==> config.mk <==
export PLATFORM = sky130hd
export DESIGN_NAME = panel_seq
export DESIGN_NICKNAME = d
export VERILOG_FILES = /design/src/rtl/panel_seq.sv
export SDC_FILE = /design/constraint.sdc
export NUM_CORES = 1
export LEC_CHECK = 0
export ABC_AREA = 1
export BUFFER_PORTS_ARGS = -buffer_cell sky130_fd_sc_hd__buf_2
export CAP_MARGIN = 20
export CELL_PAD_IN_SITES_DETAIL_PLACEMENT = 1
export CELL_PAD_IN_SITES_GLOBAL_PLACEMENT = 1
export CORE_MARGIN = 5
export CORE_UTILIZATION = 35
export CTS_CLUSTER_DIAMETER = 80
export DETAILED_ROUTE_END_ITERATION = 12
export PLACE_DENSITY = 0.92
export SYNTH_ARGS = -nofsm -noshare
export SYNTH_HDL_FRONTEND = slang
export SYNTH_SLANG_ARGS = --single-unit
==> constraint.sdc <==
create_clock -name clk -period 3 [get_ports clk]
set_input_delay 0.15 -clock clk [delete_from_list [all_inputs] [get_ports clk]]
set_output_delay 0.15 -clock clk [all_outputs]
set_load 0.01 [all_outputs]
==> src/rtl/panel_seq.sv <==
module panel_seq #(
  parameter int AW = 16,
  parameter int DW = 8
) (
  input  logic          clk,
  input  logic          rst_n,
  input  logic          cpu_halted,
  input  logic [AW-1:0] pc_value,
  input  logic [AW-1:0] addr_sw,
  input  logic [DW-1:0] data_sw,
  input  logic          req_examine,
  input  logic          req_examine_next,
  input  logic          req_deposit,
  input  logic          req_deposit_next,
  input  logic          req_load_addr,
  input  logic          req_restart,
  input  logic [DW-1:0] mem_rdata,
  output logic          busy,
  output logic          pc_load,
  output logic          pc_inc,
  output logic [AW-1:0] pc_next,
  output logic [AW-1:0] mem_addr,
  output logic          mem_we,
  output logic [DW-1:0] mem_wdata,
  output logic          a_load,
  output logic [DW-1:0] a_data,
  output logic          halt_release
);

  typedef enum logic [2:0] {
    S_IDLE, S_SETUP, S_ACCESS, S_STEP, S_LOAD, S_RELEASE
  } state_t;

  state_t        state;
  logic          is_wr, do_step;
  logic [AW-1:0] pc_lat, sw_lat;
  logic [DW-1:0] data_lat;
  logic          accept;

  assign accept = (state == S_IDLE) && cpu_halted &&
                  (req_examine | req_examine_next | req_deposit |
                   req_deposit_next | req_load_addr | req_restart);

  always_ff @(posedge clk or negedge rst_n) begin
    if (!rst_n) begin
      state    <= S_IDLE;
      is_wr    <= 1'b0;
      do_step  <= 1'b0;
      pc_lat   <= '0;
      sw_lat   <= '0;
      data_lat <= '0;
    end else begin
      case (state)
        S_IDLE: if (accept) begin
          pc_lat   <= pc_value;
          sw_lat   <= addr_sw;
          data_lat <= data_sw;
          if (req_restart)           state <= S_RELEASE;
          else if (req_load_addr)    state <= S_LOAD;
          else begin
            state <= S_SETUP;
            if (req_deposit_next)      begin is_wr <= 1'b1; do_step <= 1'b1; end
            else if (req_deposit)      begin is_wr <= 1'b1; do_step <= 1'b0; end
            else if (req_examine_next) begin is_wr <= 1'b0; do_step <= 1'b1; end
            else                       begin is_wr <= 1'b0; do_step <= 1'b0; end
          end
        end
        S_SETUP:  state <= S_ACCESS;
        S_ACCESS: state <= do_step ? S_STEP : S_IDLE;
        default:  state <= S_IDLE;
      endcase
    end
  end

  assign busy         = (state != S_IDLE);
  assign pc_load      = (state == S_LOAD);
  assign pc_inc       = (state == S_STEP);
  assign pc_next      = pc_load ? sw_lat : pc_lat + 1'b1;
  assign mem_addr     = pc_lat;
  assign mem_we       = (state == S_ACCESS) && is_wr;
  assign mem_wdata    = data_lat;
  assign a_load       = (state == S_ACCESS) && !is_wr;
  assign a_data       = mem_rdata;
  assign halt_release = (state == S_RELEASE);


  we_single_chk: assert property (@(posedge clk) disable iff (!rst_n)
    mem_we |=> !mem_we);


  strobe_onehot_chk: assert property (@(posedge clk) disable iff (!rst_n)
    $onehot0({pc_load, pc_inc, mem_we, a_load, halt_release}));


  addr_hold_chk: assert property (@(posedge clk) disable iff (!rst_n)
    (mem_we || a_load) |-> $stable(mem_addr));


  run_ignore_chk: assert property (@(posedge clk) disable iff (!rst_n)
    (!busy && !cpu_halted) |=> !busy);


  step_after_access_chk: assert property (@(posedge clk) disable iff (!rst_n)
    $rose(pc_inc) |-> $past(mem_we || a_load));


  release_single_chk: assert property (@(posedge clk) disable iff (!rst_n)
    halt_release |=> !halt_release);

endmodule

* Word level (Yosys, flattened, before mapping) *
Cells that the tools add are included.

storage, ports and cells
  register bits = 45
  input port bits = 57
  logic and storage cells = 40

cells by class
  $add $sub $neg = 1
  eq/ne operators = 6
  mux-type cells = 11
  bitwise gates (word level) = 7
  reduce and logical (&&, ||, !) cells = 9

operator list
  kind                                                             count
  16-bit by 1-bit adder with 16-bit output, second input constant  1
  16-bit two-way mux                                               1
  3-bit two-way mux                                                3
  3-bit case mux with 3 select lines                               1
  3-bit by 2-bit == test with 1-bit output, second input constant  2
  3-bit == test, second input constant                             2
  1-bit two-way mux                                                5
  1-bit OR                                                         5
  1-bit logical AND                                                4
  4-bit AND reduction                                              1
  3-bit by 1-bit == test with 1-bit output, second input constant  1
  3-bit logical NOT                                                1
  3-bit nonzero test                                               1
  2-bit two-way mux                                                1
  2-bit inequality test, second input constant                     1
  1-bit inverter                                                   2
  2-bit AND reduction                                              1
  1-bit logical NOT                                                1

* Logic depth before layout (Yosys ltp) *
  depth after elaboration = 8
  gate-level depth with buffers = 9

* Worst setup path before layout *
OpenSTA, ideal clock, no wires.

  path type = reg2out
  start = register pc_lat[1], in the netlist mem_addr[1]
  end = output port pc_next[8]
  arrival = 1.322 ns
  required time = 2.850 ns
  slack = 1.528 ns
  cell stages (with the launch flop) = 8
  path through = dfrtp_1 > ha_1 > nand2_1 > nor2_1 > nand2_1 > xnor2_1 > nand2_1 > nand2_1

on the way
  longest elaborated chain between the ends = 2

RTL lines
  item                                      RTL line  text
  from (decl)                               36        logic [AW-1:0] pc_lat, sw_lat;
  from (signal assigned)                    55        pc_lat <= pc_value;
  16-bit by 1-bit adder with 16-bit output  78        assign pc_next = pc_load ? sw_lat : pc_lat + 1'b1;
  16-bit two-way mux                        78
  to (decl)                                 21        output logic [AW-1:0] pc_next,

No other way between the ends.

* Worst setup path in the final report *
  start = register state[2]
  end = output port pc_next[5]

on the way
  longest elaborated chain between the ends = 2

RTL lines
  item                    RTL line  text
  from (decl)             34        state_t state;
  from (signal assigned)  69        S_ACCESS: state <= do_step ? S_STEP : S_IDLE;
  3-bit == test           76        assign pc_load = (state == S_LOAD);
  16-bit two-way mux      78

No other way between the ends.

==> qor.txt <==
========================================================================================
Part of the Yosys area used for sequential elements                               0.4539
Endpoint kind of the worst setup timing path                                 output port
Multi-input gate area                                                         999.7 um^2
Detailed Route WL                                                                7032 um
Post-synth EDFFs                                                                       0
Final Hold Slack                                                              0.08385 ns
Largest fanout on the critical path                                                   22
Proportion of netlist area held by the largest area contributor                   0.4539
Insertion delay of the later-clocked pin in the worst-skew pair                  0.30 ns
Yosys top cell by area                                                      sky130_fd_sc_hd__dfrtp_1
Die height                                                                      94.20 um
Per-instance average area after synthesis                                     7.362 um^2
Total number of H-tree levels                                                          2
Post-route DRC violation count                                                         0
Sinks on Clock Net                                                                    45
Number of search-and-repair iterations in the first detailed-routing pass              4
Via count of the first global-routing pass                                          2622
Utilization after layout                                                          0.4482
CTS buffer count                                                                       5
Mapped Nets                                                                          395
Summed instance area of the synthesized netlist                             0.002481 mm^2
Type of element launching the critical path                                     register
Fin crit share                                                                    0.7229
Leakage power summed over all cells                                             1.713 nW
Summed area of non-filler cells in the final layout                         0.003062 mm^2
First-pass GRT wire length                                                      11650 um
Final estimated routing congestion in global placement                            0.8062
Hold_buf cts                                                                           0
Top cells by instance count after synthesis                                 sky130_fd_sc_hd__nand2_1 (106), sky130_fd_sc_hd__inv_1 (52), sky130_fd_sc_hd__dfrtp_1 (45)
Most common flop cell mapped by yosys                                       sky130_fd_sc_hd__dfrtp_1
Area inside the core boundary                                               0.006832 mm^2
Remaining number of nets flagged by the antenna check after routing                    0
Accumulated negative setup slack                                                    0 ns
Port-buffer cells                                                                     94
Cell area after placement                                                   0.002930 mm^2
Vias                                                                                2405
Count of different cell masters after synthesis                                       22
Endpoint arrival time on the critical path                                       2.02 ns
Root Driver                                                                 sky130_fd_sc_hd__clkbuf_8
Number of antenna violations at the first check in global routing                      0
Layout cell share with drive strength beyond 1                                    0.2766
Number of synthesized register bits                                                   45
Non-filler instance count after layout                                               519
Post-detailed-route via-to-cell ratio                                              4.634
Hpwl dp                                                                          5597 um
Reg area                                                                    0.001126 mm^2
Required time reported for the critical path endpoint                            2.85 ns
DR iter-0 viols                                                                       94
Final-stage net count                                                                480
Result of the run                                                              completed
Area of the die                                                             0.008873 mm^2
Yosys warning count                                                                    0
Post-synthesis async set-or-reset flop share                                       1.000
Setup Viol. Count Final                                                                0
Worst-margin pin slew                                                          0.5519 ns
Deepest clock path buffer count                                                        2
Number of diodes                                                                       0
TritonCTS clock tree                                                               built
Final global-route overflow total                                                      0
# IOs                                                                                111
Peak supply drop                                                               0.4275 mV
Slowest Stage Delay on Critical Path                                             0.41 ns
Final period demand of the worst path                                           2.169 ns
Worst Path Class, Setup                                                     register to output port
RSZ-0062 raised after global routing                                               false
Slew headroom                                                                     0.6321
Max cap viols                                                                          0
Number of placed instances, taps included                                            509
Num rows                                                                              30
Initial core utilization                                                          0.3632
Type of the most critical hold path                                         input port to register
Largest net degree at the start of global routing                                     59
Clock Skew                                                                   0.003413 ns
Overall routing resource usage                                                    0.1663
Top cells by area in the synthesized netlist                                sky130_fd_sc_hd__dfrtp_1 (45%), sky130_fd_sc_hd__nand2_1 (16%), sky130_fd_sc_hd__inv_1 (7.9%), sky130_fd_sc_hd__o21ai_0 (6.3%), sky130_fd_sc_hd__nor2_1 (5.0%)
Cell area power density                                                     989.5 mW/mm^2
Die width                                                                       94.20 um
Post-CTS setup buffer count                                                            0
Final-report max-slew violation count                                                  0
Signed area change from the synthesized netlist to the final layout               23.40%
Fmax achieved                                                                  461.1 MHz
Average routed wire per standard cell                                           13.55 um
Count leader, synth                                                         sky130_fd_sc_hd__nand2_1
Fillcell total                                                                       925
Hold Vio Cnt, Final                                                                    0
Clock-pin slew on the worst setup and hold paths                                 0.08 ns
Crit path max-delay cell type                                               sky130_fd_sc_hd__dfrtp_1
Gate count of the mapped netlist                                                     337
Number of resized instances in the post-cts repair step                                0
Cells along the critical path                                               inv_1 -> nor3_2 -> buf_4 -> inv_1 -> o21ai_0 -> o21ai_0 -> buf_2
========================================================================================
where the power goes:
| group | internal (mW) | total [mW] | switching (mW) |
|---|---|---|---|
| clock | 0.208 | 0.416 | 0.208 |
| combinational | 0.555 | 1.46 | 0.903 |
| sequential | 0.892 | 1.16 | 0.264 |
| total | 1.66 | 3.03 | 1.37 |
kinds of logic after synthesis:
kind of cell | after synthesis | synth area share
xor+xnor | 5 | 0.01765
flops | 45 | 0.4539
fa+ha+maj | 1 | 0.005042
compound gates | 53 | 0.1210
simple gates | 160 | 0.2592
buf+inv | 73 | 0.1432
per-stage QoR:
stage                     setup slack (ns)  power, mW
after detailed placement            0.9859      2.653
after global placement               1.130      2.571
after CTS                           0.8665      3.081
final                               0.8312      3.030
after floorplan                      1.528      2.068
after global routing                0.6768      3.313
flip-flops by register name, summed over array words and instances, names as in the netlist:
signal / flops
is_wr: 1
mem_wdata: 8
sw_lat: 16
do_step: 1
mem_addr: 16
state: 3
critical path: cells and delay by family (launching register included):
kind	cells	cell delay, ns
AND/OR/NAND/NOR	1	0.05
flip-flops	1	0.41
AO/OA/AOI/OAI	2	0.44
buffers and inverters	4	0.82
placed cells by master, fill, tap and decap left out, drive strengths merged:
cell type and instances:
nand3 12, o21ai 43, dfrtp 45, nand4 4, nor3 4, o31ai 1
nor2 34, clkbuf 7, clkinv 1, ha 1, nand2 106, buf 97
a21oi 8, dlygate4sd3 1, xnor2 5, o21bai 1, inv 53
area by class of cell:
class / count / area share
flip-flops and latches: 45 / 0.3678
multi-input cells: 219 / 0.3265
repair buffers: 98 / 0.1684
inverters: 53 / 0.06498
well taps: 96 / 0.03923
clock buffers: 7 / 0.03147
clock inverters: 1 / 0.001635
layer usage:
metal	wire length (um)	share of wire	global-route usage
met5	0	0	0
met4	80	0.011	0.04573
met3	386	0.055	0.03846
met2	3588	0.51	0.3091
met1	2977	0.42	0.1883
path summary, 6_finish.rpt:
kind,startpoint,to,slack [ns],cells after the start
max,state[2],pc_next[5],0.83,7
min in group asynchronous,rst_n,mem_addr[12],0.21,2
min reg2reg,sw_lat[5],sw_lat[5],0.49,2
min,data_sw[1],mem_wdata[1],0.08,3
max reg2reg,state[0],mem_addr[11],0.97,7
max in group asynchronous,rst_n,sw_lat[15],2.34,3
Note: power is estimated with default switching activity, not from simulation.
